--- src/rtl/d2h_pkg.sv ---
package d2h_pkg;
  localparam int SRC_W      = 64;
  localparam int WORD_W     = 32;
  localparam int DST_W      = 16;
  localparam int SRC_EXP_W  = 11;
  localparam int SRC_BIAS   = 1023;
  localparam int DST_BIAS   = 15;
  localparam int REBIAS     = SRC_BIAS - DST_BIAS;
  localparam int EXP_W      = 13;              // signed rebiased exponent
  localparam int WMANT_W    = 12;              // 10 kept + guard + sticky
  localparam int PRE_W      = 17;              // exponent(5) over working mantissa
  localparam int SHMAX      = 13;
  localparam int EXP_ALL1   = (1 << SRC_EXP_W) - 1 - REBIAS;  // 1039
  localparam int EXP_NMAX   = 30;
  localparam logic [DST_W-2:0] MAG_INF  = 15'h7c00;
  localparam logic [DST_W-2:0] MAG_QNAN = 15'h0200;

  typedef struct packed {
    logic                     sign;
    logic signed [EXP_W-1:0]  exp;
    logic [WMANT_W-1:0]       mant;
  } d2h_fields_t;
endpackage

--- src/rtl/d2h_unpack.sv ---
module d2h_unpack
  import d2h_pkg::*;
(
  input  logic [WORD_W-1:0] hi_word,
  input  logic [WORD_W-1:0] lo_word,
  output d2h_fields_t       fields
);
  localparam int EXP_LSB = WORD_W - 1 - SRC_EXP_W;   // 20
  localparam int KEEP_LSB = EXP_LSB - (WMANT_W - 1); // 9

  logic [SRC_EXP_W-1:0] raw_exp;
  logic                 sticky;

  always_comb begin
    raw_exp       = hi_word[WORD_W-2 -: SRC_EXP_W];
    sticky        = (|hi_word[KEEP_LSB-1:0]) | (|lo_word);
    fields.sign   = hi_word[WORD_W-1];
    fields.exp    = $signed({{(EXP_W-SRC_EXP_W){1'b0}}, raw_exp}) - EXP_W'(REBIAS);
    fields.mant   = {hi_word[EXP_LSB-1:KEEP_LSB], sticky};
  end
endmodule

--- src/rtl/d2h_align.sv ---
module d2h_align
  import d2h_pkg::*;
(
  input  d2h_fields_t       fields,
  output logic [PRE_W-1:0]  pre
);
  localparam int SIG_W = WMANT_W + 1;

  logic signed [EXP_W:0] diff;
  logic [3:0]            shamt;
  logic [SIG_W-1:0]      full_sig;
  logic [SIG_W-1:0]      shifted;
  logic                  lost;

  always_comb begin
    diff = $signed(14'sd1) - {fields.exp[EXP_W-1], fields.exp};
    if (diff > 14'sd13)      shamt = 4'(SHMAX);
    else if (diff < 14'sd0)  shamt = 4'd0;
    else                     shamt = diff[3:0];
    full_sig = {1'b1, fields.mant};
    shifted  = full_sig >> shamt;
    lost     = (shifted << shamt) != full_sig;
    if (fields.exp < 13'sd1)
      pre = {{(PRE_W-SIG_W){1'b0}}, shifted[SIG_W-1:1], shifted[0] | lost};
    else
      pre = {fields.exp[4:0], fields.mant};
  end
endmodule

--- src/rtl/d2h_round.sv ---
module d2h_round
  import d2h_pkg::*;
(
  input  d2h_fields_t       fields,
  input  logic [PRE_W-1:0]  pre,
  output logic [DST_W-1:0]  result
);
  logic                 bump;
  logic [DST_W-2:0]     rounded;
  logic [DST_W-2:0]     mag;

  always_comb begin
    bump    = (pre[2:0] == 3'd3) || (pre[2:0] > 3'd5);
    rounded = pre[PRE_W-1:2] + 15'(bump);
    if (fields.exp == 13'(EXP_ALL1))
      mag = MAG_INF | ((fields.mant != '0) ? MAG_QNAN : '0);
    else if (fields.exp > 13'sd30)
      mag = MAG_INF;
    else
      mag = rounded;
    result = {fields.sign, mag};
  end

  always_comb begin
    if (fields.exp != 13'(EXP_ALL1)) begin

      nonan_mag_chk: assert (mag <= MAG_INF);
    end
    if (fields.exp >= 13'sd1 && fields.exp <= 13'sd30) begin

      exp_step_chk: assert (mag[14:10] == fields.exp[4:0] ||
                            mag[14:10] == fields.exp[4:0] + 5'd1);
    end
  end
endmodule

--- src/rtl/d2h_convert.sv ---
module d2h_convert
  import d2h_pkg::*;
#(
  parameter int PIPE_STAGES = 1
) (
  input  logic             clk,
  input  logic             rst_n,
  input  logic             in_valid,
  output logic             in_ready,
  input  logic [SRC_W-1:0] in_data,
  output logic             out_valid,
  input  logic             out_ready,
  output logic [DST_W-1:0] out_data
);
  logic         stall;
  d2h_fields_t  in_fields;
  d2h_fields_t  rnd_fields;
  logic         rnd_valid;
  logic [PRE_W-1:0] pre;
  logic [DST_W-1:0] result;

  assign stall    = out_valid & ~out_ready;
  assign in_ready = ~stall;

  d2h_unpack u_unpack (
    .hi_word (in_data[SRC_W-1:WORD_W]),
    .lo_word (in_data[WORD_W-1:0]),
    .fields  (in_fields)
  );

  generate
    if (PIPE_STAGES >= 2) begin : g_two
      d2h_fields_t s1_fields;
      logic        s1_valid;
      always_ff @(posedge clk or negedge rst_n) begin
        if (!rst_n) begin
          s1_valid  <= 1'b0;
          s1_fields <= '0;
        end else if (!stall) begin
          s1_valid  <= in_valid;
          s1_fields <= in_fields;
        end
      end
      assign rnd_fields = s1_fields;
      assign rnd_valid  = s1_valid;
    end else begin : g_one
      assign rnd_fields = in_fields;
      assign rnd_valid  = in_valid;
    end
  endgenerate

  d2h_align u_align (
    .fields (rnd_fields),
    .pre    (pre)
  );

  d2h_round u_round (
    .fields (rnd_fields),
    .pre    (pre),
    .result (result)
  );

  always_ff @(posedge clk or negedge rst_n) begin
    if (!rst_n) begin
      out_valid <= 1'b0;
      out_data  <= '0;
    end else if (!stall) begin
      out_valid <= rnd_valid;
      out_data  <= result;
    end
  end


  hold_out_chk: assert property (@(posedge clk) disable iff (!rst_n)
    out_valid && !out_ready |=> out_valid && $stable(out_data));


  empty_accept_chk: assert property (@(posedge clk) disable iff (!rst_n)
    !out_valid |-> in_ready);


  no_spurious_out_chk: assert property (@(posedge clk) disable iff (!rst_n)
    $rose(out_valid) |-> $past(rnd_valid));
endmodule

--- config.mk ---
export PLATFORM = sky130hd
export DESIGN_NAME = d2h_convert
export DESIGN_NICKNAME = d
export VERILOG_FILES = /design/src/rtl/d2h_pkg.sv /design/src/rtl/d2h_unpack.sv /design/src/rtl/d2h_align.sv /design/src/rtl/d2h_round.sv /design/src/rtl/d2h_convert.sv
export SDC_FILE = /design/constraint.sdc
export NUM_CORES = 1
export LEC_CHECK = 0
export BUFFER_PORTS_ARGS = -buffer_cell sky130_fd_sc_hd__buf_2
export CAP_MARGIN = 20
export CELL_PAD_IN_SITES_DETAIL_PLACEMENT = 2
export CELL_PAD_IN_SITES_GLOBAL_PLACEMENT = 2
export CORE_AREA = 2 2 113 115
export DETAILED_ROUTE_END_ITERATION = 7
export DIE_AREA = 0 0 115 117
export GPL_TIMING_DRIVEN = 0
export PLACE_DENSITY = 0.82
export SLEW_MARGIN = 10
export SYNTH_ARGS = -nofsm -noshare
export SYNTH_HDL_FRONTEND = slang
export SYNTH_SLANG_ARGS = --single-unit
--- constraint.sdc ---
create_clock -name clk -period 1.9 [get_ports clk]
set_input_delay 0.19 -clock clk [delete_from_list [all_inputs] [get_ports clk]]
set_output_delay 0.19 -clock clk [all_outputs]
set_load 0.02 [all_outputs]
---- Word level (Yosys, flattened, before mapping) ----
Cells that the tools add are included.
Widths: inputs -> output; s select.
word-level totals
  output and inout port bits .............. 18
  word-level logic and storage cells ...... 30
  register bits after elaboration ......... 17
cells by class
  equality and inequality tests ........... 3
  reduce and logical (&&, ||, !) cells .... 4
  shifts and indexed selects .............. 2
  order comparisons ....................... 5
  bitwise gates (word level) .............. 5
  add/sub/neg operators ................... 3
  mux-type cells .......................... 6
operators by type and width
  kind                    number
  $reduce_or 32->1        1
  $mux 15                 2
  $mux 17                 1
  $add 15x1->15           1
  $gt 14x5->1 const B     1
  $lt 14x1->1 const B     1
  $ne 13x13->1            1
  $shl 13x4->13           1
  $shr 13x4->13           1
  $sub 2x12->13 const A   1
  $eq 12x12->1 const B    1
  $gt 12x6->1 const B     1
  $lt 12x2->1 const B     1
  $reduce_bool 12->1      1
  $sub 11x10->12 const B  1
  $mux 10                 1
  $reduce_or 9->1         1
  $mux 4                  2
  $eq 3x2->1 const B      1
  $gt 3x3->1 const B      1
  $not 1->1               2
  $or 1x1->1              2
  $and 1x1->1             1
  $logic_or 1x1->1        1

---- Logic depth before layout (Yosys ltp) ----
Gate-level depths: netlist of the first run.
  word-level depth ........................ 15
  gate-level depth with buffers ........... 28

---- By module ----
A second synthesis of the first run with hierarchy kept.
second synthesis, totals
  cell total of the unflattened synthesis .. 439
  area total of the unflattened synthesis .. 3321.9 um^2
modules (own cells, without submodules)
  module       cells each  times used  seq. area each (um^2)  area each (um^2)
  d2h_align    283         1           0.0                    1863.0
  d2h_convert  38          1           425.4                  690.7
  d2h_round    70          1           0.0                    442.9
  d2h_unpack   48          1           0.0                    325.3

---- Worst setup path after synthesis of the first run ----
No wires, ideal clock.
  kind .................................... input to register
  start point ............................. in in_data[56]
  end point ............................... reg out_data[14]
  path slack .............................. -2.979 ns
  buffers on the path ..................... 4
  cell stages on the path ................. 25
  data arrival time ....................... 4.809 ns
  cells stage by stage .................... buf_4 inv_1 ha_1 clkbuf_1 and4bb_2 o21a_1 mux2_2 buf_2 nor2_1 o211ai_1 a32oi_1 o21ai_0 mux2_2 nor4_1 and4_1 a31oi_1 ha_1 ha_1 o21ai_0 a31oi_1 and3_1 buf_4 nand4_2 mux2_4 nor2_2
on the way
  longest elaborated chain between the ends .. 15
  elaborated cells between the ends (all ways) .. 20
  those cells by class .................... add/sub: 3; order compare: 5; eq/ne: 3; shift: 2; mux: 5; bitwise: 1; reduce/logical: 1
ends and longest elaborated chain
  what                                             line               RTL
  start: declaration                               d2h_convert.sv:10  input logic [SRC_W-1:0] in_data,
  $sub 11x10->12 *                                 d2h_unpack.sv:18   fields.exp = $signed({{(EXP_W-SRC_EXP_W){1'b0}}, raw_exp}) - EXP_W'(REBIAS);
  $sub 2x12->13                                    d2h_align.sv:16    diff = $signed(14'sd1) - {fields.exp[EXP_W-1], fields.exp};
  $lt 14x1->1                                      d2h_align.sv:18    else if (diff < 14'sd0) shamt = 4'd0;
  $mux 4                                           d2h_align.sv:18
  $mux 4                                           d2h_align.sv:17    if (diff > 14'sd13) shamt = 4'(SHMAX);
  $shr 13x4->13                                    d2h_align.sv:21    shifted = full_sig >> shamt;
  $shl 13x4->13                                    d2h_align.sv:22    lost = (shifted << shamt) != full_sig;
  $ne 13x13->1                                     d2h_align.sv:22
  $or 1x1->1                                       d2h_align.sv:24    pre = {{(PRE_W-SIG_W){1'b0}}, shifted[SIG_W-1:1], shifted[0] | lost};
  $mux 17                                          d2h_align.sv:23    if (fields.exp < 13'sd1)
  $gt 3x3->1 / $eq 3x2->1 (equally long branches)  d2h_round.sv:13    bump = (pre[2:0] == 3'd3) || (pre[2:0] > 3'd5);
  $logic_or 1x1->1                                 d2h_round.sv:13
  $add 15x1->15                                    d2h_round.sv:14    rounded = pre[PRE_W-1:2] + 15'(bump);
  $mux 15                                          d2h_round.sv:17    else if (fields.exp > 13'sd30)
  $mux 15 *                                        d2h_round.sv:15    if (fields.exp == 13'(EXP_ALL1))
  end signal: assignment                           d2h_convert.sv:69  out_data <= result;
  end: declaration                                 d2h_convert.sv:13  output logic [DST_W-1:0] out_data
Mark *: on every way between the ends. The rest lies on a longest branch, timed or not.
A chain may end at the register's enable or synchronous reset.

---- Worst setup path after layout of the first run ----
Ends and elaborated chain as after synthesis.

==> results of run 1 <==
==> Yosys cell counts (4+ instances only) <==
cell	instances
a211oi_1	5
a21oi_1	36
a22oi_1	7
a31oi_1	12
a32oi_1	7
and2_1	9
and3_1	9
buf_2	13
buf_4	5
clkbuf_1	22
dfrtp_1	17
ha_1	7
inv_1	17
mux2_2	4
mux2i_1	7
nand2_1	68
nand3_1	30
nand4_1	16
nor2_1	29
nor3_1	19
nor4_1	15
o211ai_1	15
o21ai_0	28
o21ai_1	6
o221ai_1	4
o22ai_1	8
or3_1	6
or4_1	4
xnor2_1	11
xor2_1	7
==> sequential cells by signal, indices dropped and copies added (netlist names) <==
| register | flops |
|---|---|
| out_data | 16 |
| out_valid | 1 |
==> layer usage <==
| metal | vias to the layer above | global-route usage | share of wire |
|---|---|---|---|
| met1 | 2781 | 0.3917 | 0.38 |
| met3 | 127 | 0.04325 | 0.068 |
| met5 | - | 0 | 0 |
| li1 | 2312 | - | - |
| met2 | 342 | 0.5910 | 0.49 |
| met4 | 0 | 0.1398 | 0.060 |
==> cells by family after synthesis <==
kind of cell / after synthesis / share of synthesized area
AND/OR/NAND/NOR: 239 / 0.3618
AO/OA/AOI/OAI: 174 / 0.3405
buffers and inverters: 61 / 0.07383
XOR/XNOR: 18 / 0.04409
flip-flops: 17 / 0.1190
multiplexers: 12 / 0.03639
adder cells (fa/ha/maj): 7 / 0.02449
==> metrics by stage <==
step	hold slack, ns	cell area, sq um	setup TNS [ns]
floorplan	-0.1056	3757	-31.92
global placement	0.1242	4340	-47.77
detailed placement	0.1388	4340	-49.61
CTS	0.1348	5202	-35.21
global route	0.1699	5572	-41.07
finish	0.1645	5572	-39.37
==> cell type report <==
class / instances / area, sq um / area share
repair buffers: 144 / 955.9 / 0.1716
well taps: 150 / 187.7 / 0.03369
clock buffers: 4 / 78.83 / 0.01415
inverters: 18 / 77.57 / 0.01392
multi-input cells: 450 / 3597 / 0.6456
plain buffers: 38 / 249.0 / 0.04469
flip-flops and latches: 17 / 425.4 / 0.07635
==> where the power goes <==
group          internal [mW]  total, mW  switching [mW]
combinational          0.476       1.33           0.855
clock                  0.286      0.449           0.162
sequential             0.408      0.441          0.0333
total                   1.17       2.22            1.05
==> what timing repair did <==
action | in CTS | in global routing
pin swaps | 46 | 37
endpoints found under the hold margin | 17 | 0
cloned | 1 | 0
hold buffers | 1 | 0
setup endpoints to repair | 15 | 15
gates resized for setup | 101 | 54
buffers inserted | 44 | 20
==> worst min-delay path by stage <==
stage / from / endpoint / slack (ns) / cells after the start
CTS: in_valid / out_valid / 0.13 / 2
floorplan: rst_n / out_data[0] / -0.11 / 0
global placement: rst_n / out_data[0] / 0.12 / 1
global route: in_valid / out_valid / 0.17 / 2
finish: in_valid / out_valid / 0.16 / 2
detailed placement: rst_n / out_data[0] / 0.14 / 1
==> critical path, stage by stage <==
cell,delay [ns]
buf_8,0.11
buf_12,0.13
inv_8,0.05
ha_4,0.21
and4bb_4,0.39
a32oi_1,0.10
nand2_1,0.16
buf_4,0.15
nand3_4,0.12
buf_4,0.21
nor4_4,0.45
o21bai_2,0.17
and2_1,0.23
a21oi_4,0.21
nand2_2,0.11
a32oi_1,0.17
o211ai_1,0.15
a31oi_2,0.26
ha_2,0.25
ha_4,0.15
o21ai_2,0.05
a31oi_2,0.21
and3_4,0.29
nand4_4,0.10
mux2_4,0.33
nor2_2,0.08
==> summary.md, run 1 <==
| Metric | Value |
|---|---|
| Syn. warnings | 0 |
| Gate Count Post-Synth | 528 |
| Post-layout min period | 4.829 ns |
| Max Freq | 207.1 MHz |
| Setup violators final | 15 |
| DRT Pass-1 Iters | 5 |
| Max-cap violation count | 0 |
| Largest net degree at the start of global routing | 18 |
| Layout area overhead | 55.81% |
| Most common cell after layout, fill and taps aside | buf_2 |
| Clock transition at path regs | 0.05 ns |
| Starting Density | 0.2904 |
| Worst-Skew Late Latency | 0.26 ns |
| Die height | 117 um |
| First-pass GRT wire length | 34120 um |
| #FFs+latches synth | 17 |
| Avg Inst Size Synth | 6.773 sq um |
| Die X | 115 um |
| Critical Path Sink | out_data[14] |
| Clock buffer depth | 2 |
| CTS Root Buffer Type | clkbuf_16 |
| Biggest area consumer among synthesized cells | dfrtp_1 |
| Status | finished, violations left |
| Worst Skew | 0.001720 ns |
| Crit path capture type | register |
| DRC viols | 0 |
| CORE AREA | 12310 sq um |
| Slew @ Worst Pin | 0.9794 ns |
| Required time worst endpoint | 2.10 ns |
| DR vias/cell | 6.775 |
| Ant diodes | 0 |
| Final HPWL DP | 14110 um |
| Final Hold Viols | 0 |
| Sequential area share after synthesis | 0.1190 |
| Lkg Pwr | 2.155 nW |
| 1st-iter DRT viols | 431 |
| Total GRT Usage | 0.3278 |
| Tightest Hold Check Type | primary input to register |
| Synthesized net count | 603 |
| Total power draw | 2.221 mW |
| R2R depth | 5 |
| CTS tree | done |
| Ports | 86 |
| Crit-path max FO | 6 |
| Reg-to-Reg Start | out_valid |
| # port buffers | 79 |
| Pre-CTS setup slack | -3.761 ns |
| Fin nets | 747 |
| Largest cells by area after synthesis | dfrtp_1 (12%), nand2_1 (7.1%), a21oi_1 (5.0%) |
| Die Footprint | 13460 sq um |
| Mapped cell area | 3576 sq um |
| Grt total ovfl | 0 |
| Max Slew Vio Count | 0 |
| Asr flop ratio synth | 1.000 |
| RD Place Congestion | 0.9733 |
| Placed cell count | 757 |
| Clock sinks | 17 |
| Non-Filler Instances | 821 |
| Vias | 5562 |
| Final worst setup slack | -2.929 ns |
| H-tree levels | 1 |
| Layout fillers | 1377 |
| Crit path launch type | primary input |
| Antenna-violating nets left | 0 |
| Final period utilization | 2.541 |
| Vias in the first global route | 5875 |
| Failing checks | setup timing |
| Row cnt | 41 |
| Most frequent cells in the layout | buf_2 (81), buf_4 (64), nand2_1 (58) |
| Fraction of layout cells with a size suffix above 1 | 0.4218 |
| Max VDD drop | 0.0002591 V |
| WL/cell | 30.45 um |
| Top cell type's share of synthesized area | 0.1190 |
| Kind of critical path | primary input to register |
| Max_slew headroom | 0.3448 |
| Main flop type after synthesis | dfrtp_1 |
| RSZ-0062 raised after global routing | true |
| CP startpoint | in_data[56] |
| Setup slack, reg-to-reg | -0.33 ns |
| Power per cell area | 398.6 nW/um^2 |
| CTS buffer count | 3 |
| Post-synth cell types | 79 |
| EDFF count, synth | 0 |
| Share of the core filled with cells | 0.4525 |
| Initial antenna violation count | 0 |
| WP data arrival | 5.02 ns |
| Wirelength, routed | 25000 um |
| Reg-to-Reg End | out_data[9] |
Note: power is estimated with default switching activity, not from simulation.
==> run 2: changes to the inputs <==
- BUFFER_PORTS_ARGS: -buffer_cell sky130_fd_sc_hd__buf_2 -> unset
- CORE_AREA: 2 2 113 115 -> 2 2 105 107
- DIE_AREA: 0 0 115 117 -> 0 0 107 109
- DONT_BUFFER_PORTS: unset -> 1
- PLACE_DENSITY: 0.82 -> 0.8
==> run 2 against run 1 <==
  * Critical path depth stayed put
  * Clock power is 41% lower
  * Largest cell class unchanged
  * Final cell count fell by 11%
  * Non-clock buffer count shrank 77
  * Utilization up 2.8 points
  * Count of clock-buffer cells in the layout unchanged
  * Fmax increased by 0.13%
  * Combinational power is 16% lower
  * The run still ends with setup timing left
  * Global-route usage increased by 2.9 points
  * Sequential power rose by 12%
  * Die area fell by 13%
  * Register-to-register slack better by 0.09 ns
==> summary.md, run 2 (synthesis results as in run 1) <==
| Metric | Value |
|---|---|
| Slowest cell delay on critical path | 0.39 ns (-0.06 ns) |
| Post-layout min period | 4.822 ns (-0.006260 ns) |
| Levels on crit path | 26 (unchanged) |
| Flip-flop count of the largest register after layout | 16 (unchanged) |
| Combinational share of power | 0.597 (-0.002) |
| Layout area overhead | 42.55% |
| Power per cell area | 368.8 nW/um^2 (-7.5%) |
| Die X | 107 um (-7.0%) |
| RSZ-0062 raised after global routing | true |
| Switching Fraction | 0.4876 (+0.01428) |
| Tightest Hold Check Type | primary input to register |
| Setup slack, reg-to-reg | -0.24 ns (+0.09 ns) |
| CTS buffer count | 3 (unchanged) |
| Grt total ovfl | 0 (unchanged) |
| R2R depth | 5 (unchanged) |
| Largest register by flop count | out_data |
| Row cnt | 38 (-7.3%) |
| Most common cell after layout, fill and taps aside | nand2_1 |
| Initial antenna violation count | 0 (unchanged) |
| CP startpoint | in_data[56] |
| Crit path capture type | register |
| Failing checks | setup timing |
| Max Slew Vio Count | 0 (unchanged) |
| Layout fillers | 1201 (-13%) |
| Max VDD drop | 0.0002861 V (+10%) |
| Slowest cell on crit path | and4bb_4 |
| Total GRT Usage | 0.3564 (+0.02861) |
| Hold WS | 0.05471 ns (-0.1097 ns) |
| Clock buffer depth | 2 (unchanged) |
| Kind of critical path | primary input to register |
| Vias in the first global route | 5468 (-6.9%) |
| Met3 Wirelength | 1876 um (+11%) |
| Setup violators final | 15 (unchanged) |
| Cell area after layout | 5097 sq um (-8.5%) |
| Critical Path Sink | out_data[12] |
| Worst Skew | 0.002123 ns (+0.0004028 ns) |
| DRC viols | 0 (unchanged) |
| Worst-Skew Late Latency | 0.25 ns (about the same) |
| Lkg Pwr | 1.814 nW (-16%) |
| Final Hold Viols | 0 (unchanged) |
| # port buffers | 0 (-100%) |
| Crit-path max FO | 6 (unchanged) |
| Max Freq | 207.4 MHz (+0.13%) |
| Reg-to-Reg Start | out_valid |
| Ant diodes | 0 (unchanged) |
| WL/cell | 32.17 um (+5.7%) |
| Largest net degree at the start of global routing | 18 (unchanged) |
| RD Place Congestion | 0.9392 (-3.5%) |
| First-pass GRT wire length | 31860 um (-6.6%) |
| Required time worst endpoint | 2.07 ns (-0.03 ns) |
| Status | finished, violations left |
| Final period utilization | 2.538 (-0.003295) |
| WP data arrival | 4.99 ns (-0.03 ns) |
| Most frequent cells in the layout | nand2_1 (60), buf_4 (57), nand3_1 (27) |
| CTS tree | done |
| DR top layer | met4 |
| Net Switching | 916.7 uW (-13%) |
| Slew @ Worst Pin | 0.8890 ns (-0.09041 ns) |
| Clock sinks | 17 (unchanged) |
| Final worst setup slack | -2.922 ns (+0.006260 ns) |
| Placed cell area | 3933 sq um (-9.4%) |
| Wirelength, routed | 23610 um (-5.5%) |
| Vias | 5429 (-2.4%) |
| Ports | 86 (unchanged) |
| Non-Filler Instances | 734 (-11%) |
| Final HPWL DP | 13040 um (-7.6%) |
| Internal | 963.3 uW (-18%) |
| Sequential share of power | 0.263 (+0.064) |
| Top Registers | out_data (16), out_valid (1) |
| CORE AREA | 10600 sq um (-14%) |
| H-tree levels | 1 (unchanged) |
| Fraction of layout cells with a size suffix above 1 | 0.3485 (-0.07327) |
| Max-cap violation count | 0 (unchanged) |
| Fin nets | 670 (-10%) |
| Crit path launch type | primary input |
| Clock transition at path regs | 0.06 ns (about the same) |
| Antenna-violating nets left | 0 (unchanged) |
| Max_slew headroom | 0.4073 (+0.06249) |
| CP bufs+invs | 6 (+1) |
| Die Footprint | 11660 sq um (-13%) |
| DRT Pass-1 Iters | 5 (unchanged) |
| Reg-to-Reg End | out_data[9] |
| Clock share of power | 0.140 (-0.062) |
| DR vias/cell | 7.396 (+9.2%) |
| Top delay family on crit path | simple AND/OR/NAND/NOR gates |
| 1st-iter DRT viols | 684 (+59%) |
| Placed cell count | 668 (-12%) |
| Starting Density | 0.3373 (+0.04682) |
| CTS Root Buffer Type | clkbuf_8 |
| Met1 wire length | 9149 um (-4.7%) |
| Die height | 109 um (-6.8%) |
| Met2 WL | 11060 um (-9.3%) |
[run 2: cell types whose count changed in the layout (fill, tap and decap cells not counted), sizes merged]
cell  change
buf      -77
[run 2: layer usage]
layer,GRT usage,vias to the layer above
met5,0,-
met4,0.1800,0
met3,0.05559,145
met2,0.6128,452
met1,0.4321,2678
li1,-,2154
[run 2: layout make-up]
class	count	area, sq um	share of cell area
Sequential cell	17	425.4	0.08346
Multi-Input combinational cell	450	3538	0.6942
Timing Repair Buffer	65	561.8	0.1102
Clock buffer	4	45.04	0.008837
Buffer	40	274.0	0.05376
Inverter	18	77.57	0.01522
Tap cell	140	175.2	0.03436
[run 2: how the worst min path moves through the flow]
stage	startpoint	end	slack (ns)	cells after the start
after detailed placement	rst_n	out_data[14]	-0.11	0
after floorplan	rst_n	out_data[0]	-0.11	0
after CTS	in_valid	out_valid	0.05	1
final	in_valid	out_valid	0.05	1
after global routing	in_valid	out_valid	0.05	1
after global placement	rst_n	out_valid	-0.11	0
[run 2: per-stage QoR]
stage / setup TNS (ns) / setup slack, ns / total power, mW / utilization
after floorplan: -31.92 / -2.513 / 1.043 / -
after global placement: -43.95 / -3.361 / 1.216 / 0.3709
after detailed placement: -46.40 / -3.549 / 1.251 / 0.3709
after CTS: -33.18 / -2.560 / 1.699 / 0.4490
after global routing: -40.67 / -3.057 / 1.947 / 0.4808
final: -39.15 / -2.922 / 1.880 / 0.4808
[run 2: what timing repair did]
item | in CTS | in global routing
setup buffers | 46 | 19
setup endpoints to repair | 15 | 15
hold buffers | 1 | 0
resized for setup | 99 | 46
hold endpoints to repair | 17 | 0
pin swaps | 38 | 23
[run 2: power by group through the flow]
| stage | Sequential, mW | Combinational [mW] | Clock, mW |
|---|---|---|---|
| 6_report | 0.494 | 1.12 | 0.263 |
| 2_1_floorplan | 0.493 | 0.550 | 0 |
| 3_3_place_gp | 0.499 | 0.717 | 0 |
| 4_1_cts | 0.495 | 0.935 | 0.269 |
| 3_5_place_dp | 0.502 | 0.749 | 0 |
| 5_1_grt | 0.502 | 1.16 | 0.283 |
[run 2: worst reg2reg max path: stages (launching register included)]
cell,delay (ns)
dfrtp_1,0.45
nor2b_1,0.43
inv_2,0.23
nand2_1,0.32
clkbuf_1,0.40
o22ai_1,0.17
